<file path="config.mk">
export PLATFORM = sky130hd
export DESIGN_NAME = mvst_seq
export DESIGN_NICKNAME = d
export VERILOG_FILES = /design/src/rtl/mvst_pkg.sv /design/src/rtl/mvst_addr_gen.sv /design/src/rtl/mvst_lane_walker.sv /design/src/rtl/mvst_req_slot.sv /design/src/rtl/mvst_seq.sv
export SDC_FILE = /design/constraint.sdc
export NUM_CORES = 1
export LEC_CHECK = 0
export BUFFER_PORTS_ARGS = -buffer_cell sky130_fd_sc_hd__buf_2
export CAP_MARGIN = 30
export CORE_AREA = 2 2 286 288
export CTS_CLUSTER_DIAMETER = 150
export DETAILED_ROUTE_END_ITERATION = 10
export DIE_AREA = 0 0 288 290
export PLACE_DENSITY_LB_ADDON = 0.05
export SKIP_CTS_REPAIR_TIMING = 1
export SLEW_MARGIN = 10
export SYNTH_ARGS = -nofsm -noshare
export SYNTH_HDL_FRONTEND = slang
export SYNTH_SLANG_ARGS = --single-unit
</file>
<file path="constraint.sdc">
create_clock -name clk -period 32.2 [get_ports clk]
set_input_delay 3.22 -clock clk [delete_from_list [all_inputs] [get_ports clk]]
set_output_delay 3.22 -clock clk [all_outputs]
set_load 0.02 [all_outputs]
</file>
<file path="src/rtl/mvst_pkg.sv">
package mvst_pkg;

  typedef enum logic [1:0] {
    WS_IDLE  = 2'd0,
    WS_RUN   = 2'd1,
    WS_DRAIN = 2'd2
  } walk_st_t;

  typedef struct packed {
    logic [63:0] addr;
    logic [7:0]  data;
    logic        tag_chk;
  } wr_req_t;

  localparam logic ATTR_STORE   = 1'b1;
  localparam logic ATTR_CONTIG  = 1'b1;
  localparam logic ATTR_NONTEMP = 1'b0;

  function automatic logic [63:0] sext4(input logic [3:0] v);
    return {{60{v[3]}}, v};
  endfunction

endpackage

</file>
<file path="src/rtl/mvst_addr_gen.sv">
module mvst_addr_gen #(
  parameter int ELEMS = 16
) (
  input  logic [63:0] base,
  input  logic [3:0]  off,
  input  logic        four,
  output logic [63:0] first_addr
);
  import mvst_pkg::*;

  localparam int  SPAN2 = 2 * ELEMS;
  localparam int  SPAN4 = 4 * ELEMS;
  localparam bit  POW2  = ((ELEMS & (ELEMS - 1)) == 0);
  localparam int  SH2   = $clog2(SPAN2);
  localparam int  SH4   = $clog2(SPAN4);

  logic [63:0] off_x;
  logic [63:0] scaled;

  assign off_x = sext4(off);

  generate
    if (POW2) begin : g_shift
      assign scaled = four ? (off_x << SH4) : (off_x << SH2);
    end else begin : g_mul
      logic [63:0] span;
      assign span   = four ? 64'(SPAN4) : 64'(SPAN2);
      assign scaled = off_x * span;
    end
  endgenerate

  assign first_addr = base + scaled;

endmodule

</file>
<file path="src/rtl/mvst_lane_walker.sv">
module mvst_lane_walker #(
  parameter int LANES = 64,
  localparam int IDX_W = $clog2(LANES)
) (
  input  logic             clk,
  input  logic             rst,
  input  logic             launch,
  input  logic             four,
  input  logic             slot_free,
  output logic [IDX_W-1:0] idx,
  output logic             step,
  output logic             advance,
  output logic             busy,
  output logic             done
);
  import mvst_pkg::*;

  localparam logic [IDX_W-1:0] LAST4 = IDX_W'(LANES - 1);
  localparam logic [IDX_W-1:0] LAST2 = IDX_W'(LANES / 2 - 1);

  walk_st_t         st;
  logic [IDX_W-1:0] last;

  assign last    = four ? LAST4 : LAST2;
  assign busy    = (st != WS_IDLE);
  assign advance = busy && slot_free;
  assign step    = (st == WS_RUN) && slot_free;

  always_ff @(posedge clk) begin
    if (rst) begin
      st   <= WS_IDLE;
      idx  <= '0;
      done <= 1'b0;
    end else begin
      done <= 1'b0;
      case (st)
        WS_IDLE: begin
          if (launch) begin
            st  <= WS_RUN;
            idx <= '0;
          end
        end
        WS_RUN: begin
          if (slot_free) begin
            if (idx == last) begin
              st <= WS_DRAIN;
            end else begin
              idx <= idx + 1'b1;
            end
          end
        end
        WS_DRAIN: begin
          if (slot_free) begin
            st   <= WS_IDLE;
            done <= 1'b1;
          end
        end
        default: st <= WS_IDLE;
      endcase
    end
  end

endmodule

</file>
<file path="src/rtl/mvst_req_slot.sv">
module mvst_req_slot (
  input  logic              clk,
  input  logic              rst,
  input  logic              advance,
  input  logic              fill,
  input  mvst_pkg::wr_req_t nxt,
  output logic              valid,
  output mvst_pkg::wr_req_t cur
);

  always_ff @(posedge clk) begin
    if (rst) begin
      valid <= 1'b0;
    end else if (advance) begin
      valid <= fill;
    end
  end

  always_ff @(posedge clk) begin
    if (rst) begin
      cur <= '0;
    end else if (advance && fill) begin
      cur <= nxt;
    end
  end

endmodule

</file>
<file path="src/rtl/mvst_seq.sv">
module mvst_seq #(
  parameter int ELEMS        = 16,
  parameter bit SP_CHK_EMPTY = 1'b1,
  localparam int MAX_REGS = 4,
  localparam int LANES    = MAX_REGS * ELEMS,
  localparam int HALF     = LANES / 2,
  localparam int IDX_W    = $clog2(LANES)
) (
  input  logic               clk,
  input  logic               rst,
  input  logic               start,
  input  logic [63:0]        base_addr,
  input  logic               base_is_sp,
  input  logic [3:0]         vec_off,
  input  logic               four_regs,
  input  logic [LANES-1:0]   lane_mask,
  input  logic [LANES*8-1:0] store_data,
  output logic               busy,
  output logic               done,
  output logic               sp_align_chk,
  output logic               req_valid,
  input  logic               req_ready,
  output logic [63:0]        req_addr,
  output logic [7:0]         req_byte,
  output logic               req_tag_chk,
  output logic               req_is_store,
  output logic               req_contig,
  output logic               req_nontemp
);
  import mvst_pkg::*;

  logic               accept;
  logic [63:0]        first_addr;
  logic [63:0]        addr_q;
  logic               sp_q;
  logic               four_q;
  logic [LANES-1:0]   mask_q;
  logic [LANES*8-1:0] data_q;
  logic               any_active;
  logic               slot_free;
  logic [IDX_W-1:0]   idx;
  logic               step;
  logic               advance;
  logic               fill;
  wr_req_t            nxt_req;
  wr_req_t            cur_req;

  assign accept    = start && !busy;
  assign slot_free = !req_valid || req_ready;

  mvst_addr_gen #(.ELEMS(ELEMS)) addr_i (
    .base       (base_addr),
    .off        (vec_off),
    .four       (four_regs),
    .first_addr (first_addr)
  );

  // Operand capture: control state with reset, bulk data without.
  always_ff @(posedge clk) begin
    if (rst) begin
      addr_q <= '0;
      sp_q   <= 1'b0;
      four_q <= 1'b0;
      mask_q <= '0;
    end else if (accept) begin
      addr_q <= first_addr;
      sp_q   <= base_is_sp;
      four_q <= four_regs;
      mask_q <= lane_mask;
    end
  end

  always_ff @(posedge clk) begin
    if (accept) begin
      data_q <= store_data;
    end
  end

  // Only lanes of the selected registers count as active.
  generate
    if (LANES > 1) begin : g_any
      assign any_active = four_regs ? (|lane_mask) : (|lane_mask[HALF-1:0]);
    end else begin : g_any1
      assign any_active = |lane_mask;
    end
  endgenerate

  always_ff @(posedge clk) begin
    if (rst) begin
      sp_align_chk <= 1'b0;
    end else begin
      sp_align_chk <= accept && base_is_sp && (any_active || SP_CHK_EMPTY);
    end
  end

  mvst_lane_walker #(.LANES(LANES)) walk_i (
    .clk       (clk),
    .rst       (rst),
    .launch    (accept),
    .four      (four_q),
    .slot_free (slot_free),
    .idx       (idx),
    .step      (step),
    .advance   (advance),
    .busy      (busy),
    .done      (done)
  );

  assign fill            = step && mask_q[idx];
  assign nxt_req.addr    = addr_q + {{(64-IDX_W){1'b0}}, idx};
  assign nxt_req.data    = data_q[{idx, 3'b000} +: 8];
  assign nxt_req.tag_chk = !sp_q;

  mvst_req_slot slot_i (
    .clk     (clk),
    .rst     (rst),
    .advance (advance),
    .fill    (fill),
    .nxt     (nxt_req),
    .valid   (req_valid),
    .cur     (cur_req)
  );

  assign req_addr     = cur_req.addr;
  assign req_byte     = cur_req.data;
  assign req_tag_chk  = cur_req.tag_chk;
  assign req_is_store = ATTR_STORE;
  assign req_contig   = ATTR_CONTIG;
  assign req_nontemp  = ATTR_NONTEMP;

endmodule

</file>
==> out/metrics.csv, run 1 <==
metric,value,unit
async set or reset register ratio after synthesis,0,%
syn_area_per_cell,13.9,um^2
crit path DAT,6.97,ns
maximum buffer depth of the clock tree,3,
most frequent cells after synthesis,"edfxtp_1, nand2_1, dfxtp_1, mux4_2, a21oi_1",
Gate power share,10.8,%
initial antenna violation count,92,
Final setup viols,0,
worst vdd ir,36.0,uV
Synth warnings,0,
largest family of logic cells by synthesized area,multiplexers,
Net Sw Frac,24.3,%
status,completed,
Worst Tran Pin Value,0.932,ns
mux cell area share after synthesis,13.9,%
Simple-Gate Fraction of Synth Area,8.42,%
count of port buffers added during placement,726,
Core ar.,80200,um^2
global-route wire length before repair,151000,um
cell area after layout,39700,um^2
All-Layer GR Usage,24.8,%
area post-placement,36800,um^2
clk slew on worst S/H paths,0.06,ns
Worst EP required,32.70,ns
CTS tree,yes,
Peak Freq,155,MHz
worst setup path category,primary input to flop,
Sum Neg Setup Slack,0,ns
global route overflow,0,
CP Capture Type,flop,
Worst Hold Class,flop to flop,
Worst-Skew Late Latency,0.65,ns
Net Sw Power,553,uW
final setup skew,0.0294,ns
Worst setup SP type,primary input,
FP Rows,104,
Pleak,0.0147,uW
Rel. slew slack,37.8,%
power density cells,57.5,nW/um^2
complex-gate fraction of the synthesized area,9.21,%
largest net degree at the start of global routing,118,
"Slew Viols, Final",0,
# H-tree levels,3,
DR vias,22418,
I/O pin count,730,
Post-synth EDFFs,512,
most frequent cell after synthesis,edfxtp_1,
Synth cell types,64,
Avg Vias per Cell,5.39,
die width,288,um
RSZ-0062 raised after global routing,false,
Sink Count,726,
HPWL after DPL,80400,um
vias in the first global route,22757,
Pre-antenna DRT Iters,5,
area share of the leading cell type in the synthesized netlist,48.0,%
#FFs+latches synth,726,
Synth Cell Area,32000,um^2
leading area contributor after synthesis,edfxtp_1,
Routed wire per std cell,25.1,um
Final Net Count,3721,
clk root buf,clkbuf_16,
Synth Area in XOR/XNOR,2.24,%
period utilization,20.1,%
GP Congestion,0.859,
layout cells sized above 1,36.3,%
sequential area share after synthesis,61.4,%
max-cap check violation count,0,
CP max FO,56,
Die Span Y,290,um
Post-route DRC,0,
cell count after synthesis,2300,
Clk network pwr share,41.7,%
Reg power frac,47.5,%
final hold vios,0,
Starting Density,39.9,%
commonest register cell after synthesis,edfxtp_1,
Pint,1730,uW
Adder-Cell Fraction of Synth Area,2.67,%
die area,83500,um^2
drt total wl,105000,um
synth top area cells,"edfxtp_1, dfxtp_1, mux4_2",
synth-to-layout area growth,24.0,%
Num CTS Buffers,82,
initial DRC count,1561,
Final ANT Viol Nets,0,
min Tclk post-route,6.47,ns
## cell usage in the layout (no fill, tap or decap), types with 7 or more instances in the layout
cell / count
clkinv_1: 13
nand4_1: 32
a311oi_2: 15
diode_2: 33
buf_16: 9
nand3_1: 35
xnor2_1: 39
clkbuf_1: 19
a211o_1: 7
bufinv_16: 8
buf_2: 725
nand2_1: 284
a21o_1: 30
mux2i_1: 16
nor3_1: 26
and3_1: 14
dfxtp_1: 210
ha_1: 65
a21oi_1: 181
xor2_1: 43
a31oi_1: 10
clkinv_2: 12
a211oi_1: 30
buf_4: 18
o21a_1: 10
inv_1: 28
or3_1: 34
o21ai_0: 94
clkbuf_16: 84
a311oi_1: 12
a211oi_2: 15
o21bai_1: 12
mux4_2: 189
edfxtp_1: 512
nor2_1: 116
nor2b_1: 11
## kinds of logic after synthesis
family	Yosys count
compound gates	453
xor+xnor	82
fa+ha+maj	67
buf+inv	165
flops	726
mux	208
other cells	2
simple gates	597
## metal layers
layer  track usage (%)  wire length, um  vias to the layer above
met5                 0              356                        -
met1              30.2            40300                    11034
met2              43.4            54000                      771
met4              6.80             2810                       58
li1                  -                -                    10323
met3              6.27             7210                      232
## registers in the layout, summed over array words and instances, names as in the netlist
name,count
addr_q,64
data_q,512
four_q,1
mask_q,64
slot_i.cur,73
slot_i.valid,1
sp_align_chk,1
sp_q,1
walk_i.done,1
walk_i.idx,6
walk_i.st,2
## power by group through the flow
stage,sequential (uW),clock [uW],combinational (uW)
2_1_floorplan,1120,0,146
3_3_place_gp,1100,0,241
3_5_place_dp,1100,0,246
4_1_cts,1090,972,247
5_1_grt,1090,1010,270
6_report,1080,951,246
## through the flow
stage          power (uW)  instances  hold WS, ns  util (%)  setup slack (ns)
6_report             2280       4163        0.442      49.5             25.73
5_1_grt              2370       4149        0.449      49.5             25.47
4_1_cts              2300       4127        0.443      49.3             25.81
3_5_place_dp         1350       3977        0.432      45.9             25.17
3_3_place_gp         1340       3968        0.425      45.6             25.26
2_1_floorplan        1270       2301        0.414         -             13.43
## final cells by class
cell class                      count  area, um^2
Fill cell                        7230       40500
Clock inverter                     43         524
Timing Repair Buffer              755        4050
Tap cell                         1060        1330
Sequential cell                   726       19700
Multi-Input combinational cell   1410       11700
Antenna cell                       33        82.6
Inverter                           29         116
Clock buffer                      107        2230
## critical path: stages
cell	delay, ns
buf_2	0.08
buf_4	0.53
ha_1	0.37
and4_1	0.29
nand4_1	0.13
a211o_1	0.36
a211oi_1	0.49
nor2b_1	0.28
o21ai_1	0.20
a2111oi_0	0.55
o21ai_0	0.18
a32o_1	0.28
## worst paths after layout
kind	startpoint	endpoint	slack [ns]	cells past startpoint
worst max-delay path	vec_off[3]	addr_q[57]	25.73	12
worst min-delay path	sp_q	slot_i.cur[0]	0.44	1
worst max register to register	walk_i.st[0]	data_q[276]	27.94	6
worst min register to register	sp_q	slot_i.cur[0]	0.44	1
No activity file was read; power rests on OpenSTA's default activity.
==> inputs of run 2 (changes only) <==
==> constraint.sdc (replaced) <==
create_clock -name clk -period 5.7 [get_ports clk]
set_input_delay 0.57 -clock clk [delete_from_list [all_inputs] [get_ports clk]]
set_output_delay 0.57 -clock clk [all_outputs]
set_load 0.02 [all_outputs]
==> out/metrics.csv, run 2 (synthesized netlist as in run 1, its figures left out) <==
metric,value,unit
status,completed,
Sink Count,726,
crit path DAT,4.49,ns
worst-case hold slack,0.0812,ns
maximum buffer depth of the clock tree,3,
Die Span Y,290,um
layout cells sized above 1,35.9,%
Pleak,0.0145,uW
All-Layer GR Usage,24.6,%
CP Capture Type,flop,
cell area after layout,39400,um^2
clk slew on worst S/H paths,0.06,ns
worst reg2reg setup slack,1.67,ns
CTS tree,yes,
die area,83500,um^2
initial DRC count,1448,
FP Rows,104,
CP max stage delay,0.93,ns
max FFs per register,512,
Crit path top cell by count,mux4_2,
clk root buf,clkbuf_16,
period utilization,70.8,%
die width,288,um
Avg Vias per Cell,5.38,
# H-tree levels,3,
area post-placement,36700,um^2
"commonest non-fill, non-tap cells in the layout","buf_2, edfxtp_1, nand2_1",
Final ANT Viol Nets,0,
final setup skew,0.0515,ns
Worst Hold Class,primary input to flop,
Final Power,12600,uW
Starting Density,39.9,%
worst r2r dst,slot_i.cur[37],
Post-route DRC,0,
FF-to-FF path depth,7,
dpl cells,3969,
CP max FO,74,
initial antenna violation count,91,
"most common cell after layout, fill and taps aside",buf_2,
Biggest register,data_q,
DR vias,22352,
HPWL after DPL,78800,um
crit path buf inv count,1,
max-cap check violation count,0,
final hold vios,0,
hold_sp,store_data[249],
Core ar.,80200,um^2
vias in the first global route,22652,
FF/Latch Area,19700,um^2
count of port buffers added during placement,726,
biggest regs,"data_q x512, slot_i.cur x73",
Sum Neg Setup Slack,0,ns
Worst-Skew Late Latency,0.66,ns
global-route wire length before repair,151000,um
drt total wl,103000,um
"Max stage delay cell, worst path",dfxtp_4,
Pre-antenna DRT Iters,5,
Num CTS Buffers,82,
worst setup path category,flop to flop,
reg-to-reg critical path startpoint,walk_i.idx[0],
hold endpoint,data_q[249],
worst vdd ir,251,uV
synth-to-layout area growth,23.0,%
Final Net Count,3710,
Rel. slew slack,19.8,%
global route overflow,0,
power density cells,319,nW/um^2
Worst setup SP type,flop,
Worst Tran Pin Value,1.20,ns
"Slew Viols, Final",0,
min Tclk post-route,4.03,ns
post-route insts no fill,4153,
Routed wire per std cell,24.9,um
CP cell instances,mux4_2 -> mux4_2 -> mux4_2 -> and2_4 -> buf_4 -> nor2_1 -> a311oi_2,
FILL cells,7275,
RSZ-0062 raised after global routing,false,
largest net degree at the start of global routing,206,
Peak Freq,248,MHz
GP Congestion,0.861,
I/O pin count,730,
hold path depth,1,
Multi-input gate area,11700,um^2
Worst EP required,6.15,ns
Final setup viols,0,
Worst path top cell family by delay,multiplexers,
## run 2: changes by cell type in the layout (fill, tap and decap cells not counted), sizes merged
| cell | delta |
|---|---|
| clkbuf | +11 |
| bufinv | -6 |
| diode | +2 |
| clkinv | -3 |
| inv | -1 |
| buf | -11 |
| clkinvlp | -2 |
## run 2: layout make-up
cell class	count	area share, %
timing repair buffer	744	9.86
multi-input combinational	1410	29.7
antenna	35	0.222
sequential	726	49.9
inverter	29	0.295
clock buffer	118	5.73
clock inverter	31	0.896
tap	1060	3.37
## run 2: report_power, final
group	leakage (uW)	switching (uW)	internal (uW)
Clock	0.00126	2190	2880
Combinational	0.00665	760	609
Sequential	0.00663	139	5990
## run 2: stage by stage
step	worst slack [ns]	util [%]
after floorplan	0.378	-
after global placement	1.37	45.7
after detailed placement	1.31	45.8
after CTS	1.62	49.0
after global routing	1.39	49.1
final	1.67	49.1
## run 2: how the worst max path moves through the flow
stage | cells past startpoint | from | end
after detailed placement | 12 | vec_off[3] | addr_q[57]
final | 7 | walk_i.idx[0] | slot_i.cur[37]
after floorplan | 6 | walk_i.st[0] | data_q[0]
after global routing | 7 | walk_i.idx[0] | slot_i.cur[37]
after CTS | 7 | walk_i.idx[0] | slot_i.cur[37]
after global placement | 12 | vec_off[3] | addr_q[57]
## run 2: metal layers
layer / wire length (um) / vias up / track usage, %
li1: - / 10338 / -
met4: 2750 / 58 / 6.09
met1: 39700 / 10954 / 29.4
met5: 353 / - / 0
met2: 53900 / 760 / 43.9
met3: 6810 / 242 / 6.22
==> inputs of run 3 (changes only) <==
==> constraint.sdc (replaced) <==
create_clock -name clk -period 3.2 [get_ports clk]
set_input_delay 0.32 -clock clk [delete_from_list [all_inputs] [get_ports clk]]
set_output_delay 0.32 -clock clk [all_outputs]
set_load 0.02 [all_outputs]
==> out/metrics.csv, run 3 (synthesized netlist as in run 1, its figures left out) <==
metric,value,unit
status,completed,
All-Layer GR Usage,24.9,%
Biggest register,data_q,
vias in the first global route,23638,
Worst EP required,3.69,ns
Starting Density,39.9,%
period utilization,96.2,%
Routed wire per std cell,22.7,um
Avg Vias per Cell,5.21,
worst reg2reg setup slack,0.12,ns
FF/Latch Area,19700,um^2
FP Rows,104,
Clk network pwr share,40.2,%
Worst Hold Class,primary input to flop,
global route overflow,0,
Net Sw Power,5920,uW
Multi-input gate area,11700,um^2
initial DRC count,1851,
Net Sw Frac,24.8,%
"commonest non-fill, non-tap cells in the layout","buf_2, dlygate4sd3_1, edfxtp_1",
worst vdd ir,519,uV
DR vias,25589,
power density cells,509,nW/um^2
max-cap check violation count,0,
Final Power,23900,uW
global-route wire length before repair,153000,um
I/O pin count,730,
Gate power share,14.2,%
max FFs per register,512,
die area,83500,um^2
cell area after layout,46900,um^2
"Slew Viols, Final",0,
Reg power frac,45.7,%
min Tclk post-route,3.08,ns
clk slew on worst S/H paths,0.06,ns
Post-route DRC,0,
CP Capture Type,flop,
count of port buffers added during placement,726,
Final setup viols,0,
layout cells sized above 1,34.0,%
Core ar.,80200,um^2
GP Congestion,0.907,
final hold vios,0,
Sink Count,726,
Final Net Count,4471,
synth-to-layout area growth,46.6,%
Worst setup SP type,flop,
CP max FO,15,
Rel. slew slack,35.3,%
"most common cell after layout, fill and taps aside",buf_2,
Pre-antenna DRT Iters,5,
die width,288,um
Worst-Skew Late Latency,0.63,ns
Num CTS Buffers,83,
area post-placement,38200,um^2
Pint,17900,uW
clk root buf,clkbuf_16,
Final ANT Viol Nets,0,
CTS tree,yes,
biggest regs,"data_q x512, slot_i.cur x73",
Die Span Y,290,um
Worst Tran Pin Value,0.971,ns
Pleak,0.0180,uW
final setup skew,0.0341,ns
initial antenna violation count,32,
largest net degree at the start of global routing,169,
RSZ-0062 raised after global routing,true,
Final WS setup,0.122,ns
Sum Neg Setup Slack,0,ns
HPWL after DPL,82100,um
maximum buffer depth of the clock tree,3,
FILL cells,6529,
Peak Freq,325,MHz
worst setup path category,flop to flop,
# H-tree levels,3,
crit path DAT,3.57,ns
"worst slack, placed",-0.736,ns
drt total wl,111000,um
## run 3: final cells by class
type                            count  share of cell area [%]
Inverter                           29                   0.248
Tap cell                         1060                    2.83
Sequential cell                   726                    41.9
Multi-Input combinational cell   1410                    25.0
Antenna cell                       27                   0.144
Timing Repair Buffer             1504                    24.0
Clock buffer                      112                    4.97
Clock inverter                     44                   0.947
## run 3: routing by layer
layer	routed length [um]	GRT usage (%)
met5	62	0
met1	42800	29.6
met4	3200	6.41
met3	7040	7.47
met2	58200	43.9
## run 3: through the flow
step | hold WS, ns | instances | utilization [%]
after global placement | 0.430 | 4145 | 47.6
after global routing | 0.0545 | 4906 | 58.5
after CTS | -0.200 | 4301 | 51.1
after floorplan | 0.414 | 2301 | -
after detailed placement | 0.438 | 4145 | 47.6
final | 0.0648 | 4912 | 58.5
## run 3: worst paths after layout
check	cells past startpoint	endpoint	from
min	4	walk_i.st[1]	req_ready
max	8	slot_i.cur[50]	walk_i.idx[0]
min reg2reg	2	mask_q[22]	mask_q[22]
max reg2reg	8	slot_i.cur[50]	walk_i.idx[0]
## run 3: power by group through the flow
stage | logic (uW) | clock network, uW | registers [uW]
after floorplan | 1470 | 0 | 11100
after global placement | 2710 | 0 | 11100
final | 3380 | 9580 | 10900
after CTS | 2750 | 9730 | 10900
after global routing | 3660 | 10100 | 10900
after detailed placement | 2740 | 0 | 11100
## run 3: worst max-delay path, stage by stage (launching register included)
cell and delay (ns):
dfxtp_4 0.40, buf_4 0.26, mux4_2 0.55, mux4_2 0.48, mux4_2 0.51, and2_4 0.25, buf_4 0.22, o21ai_0 0.18
a21oi_1 0.06
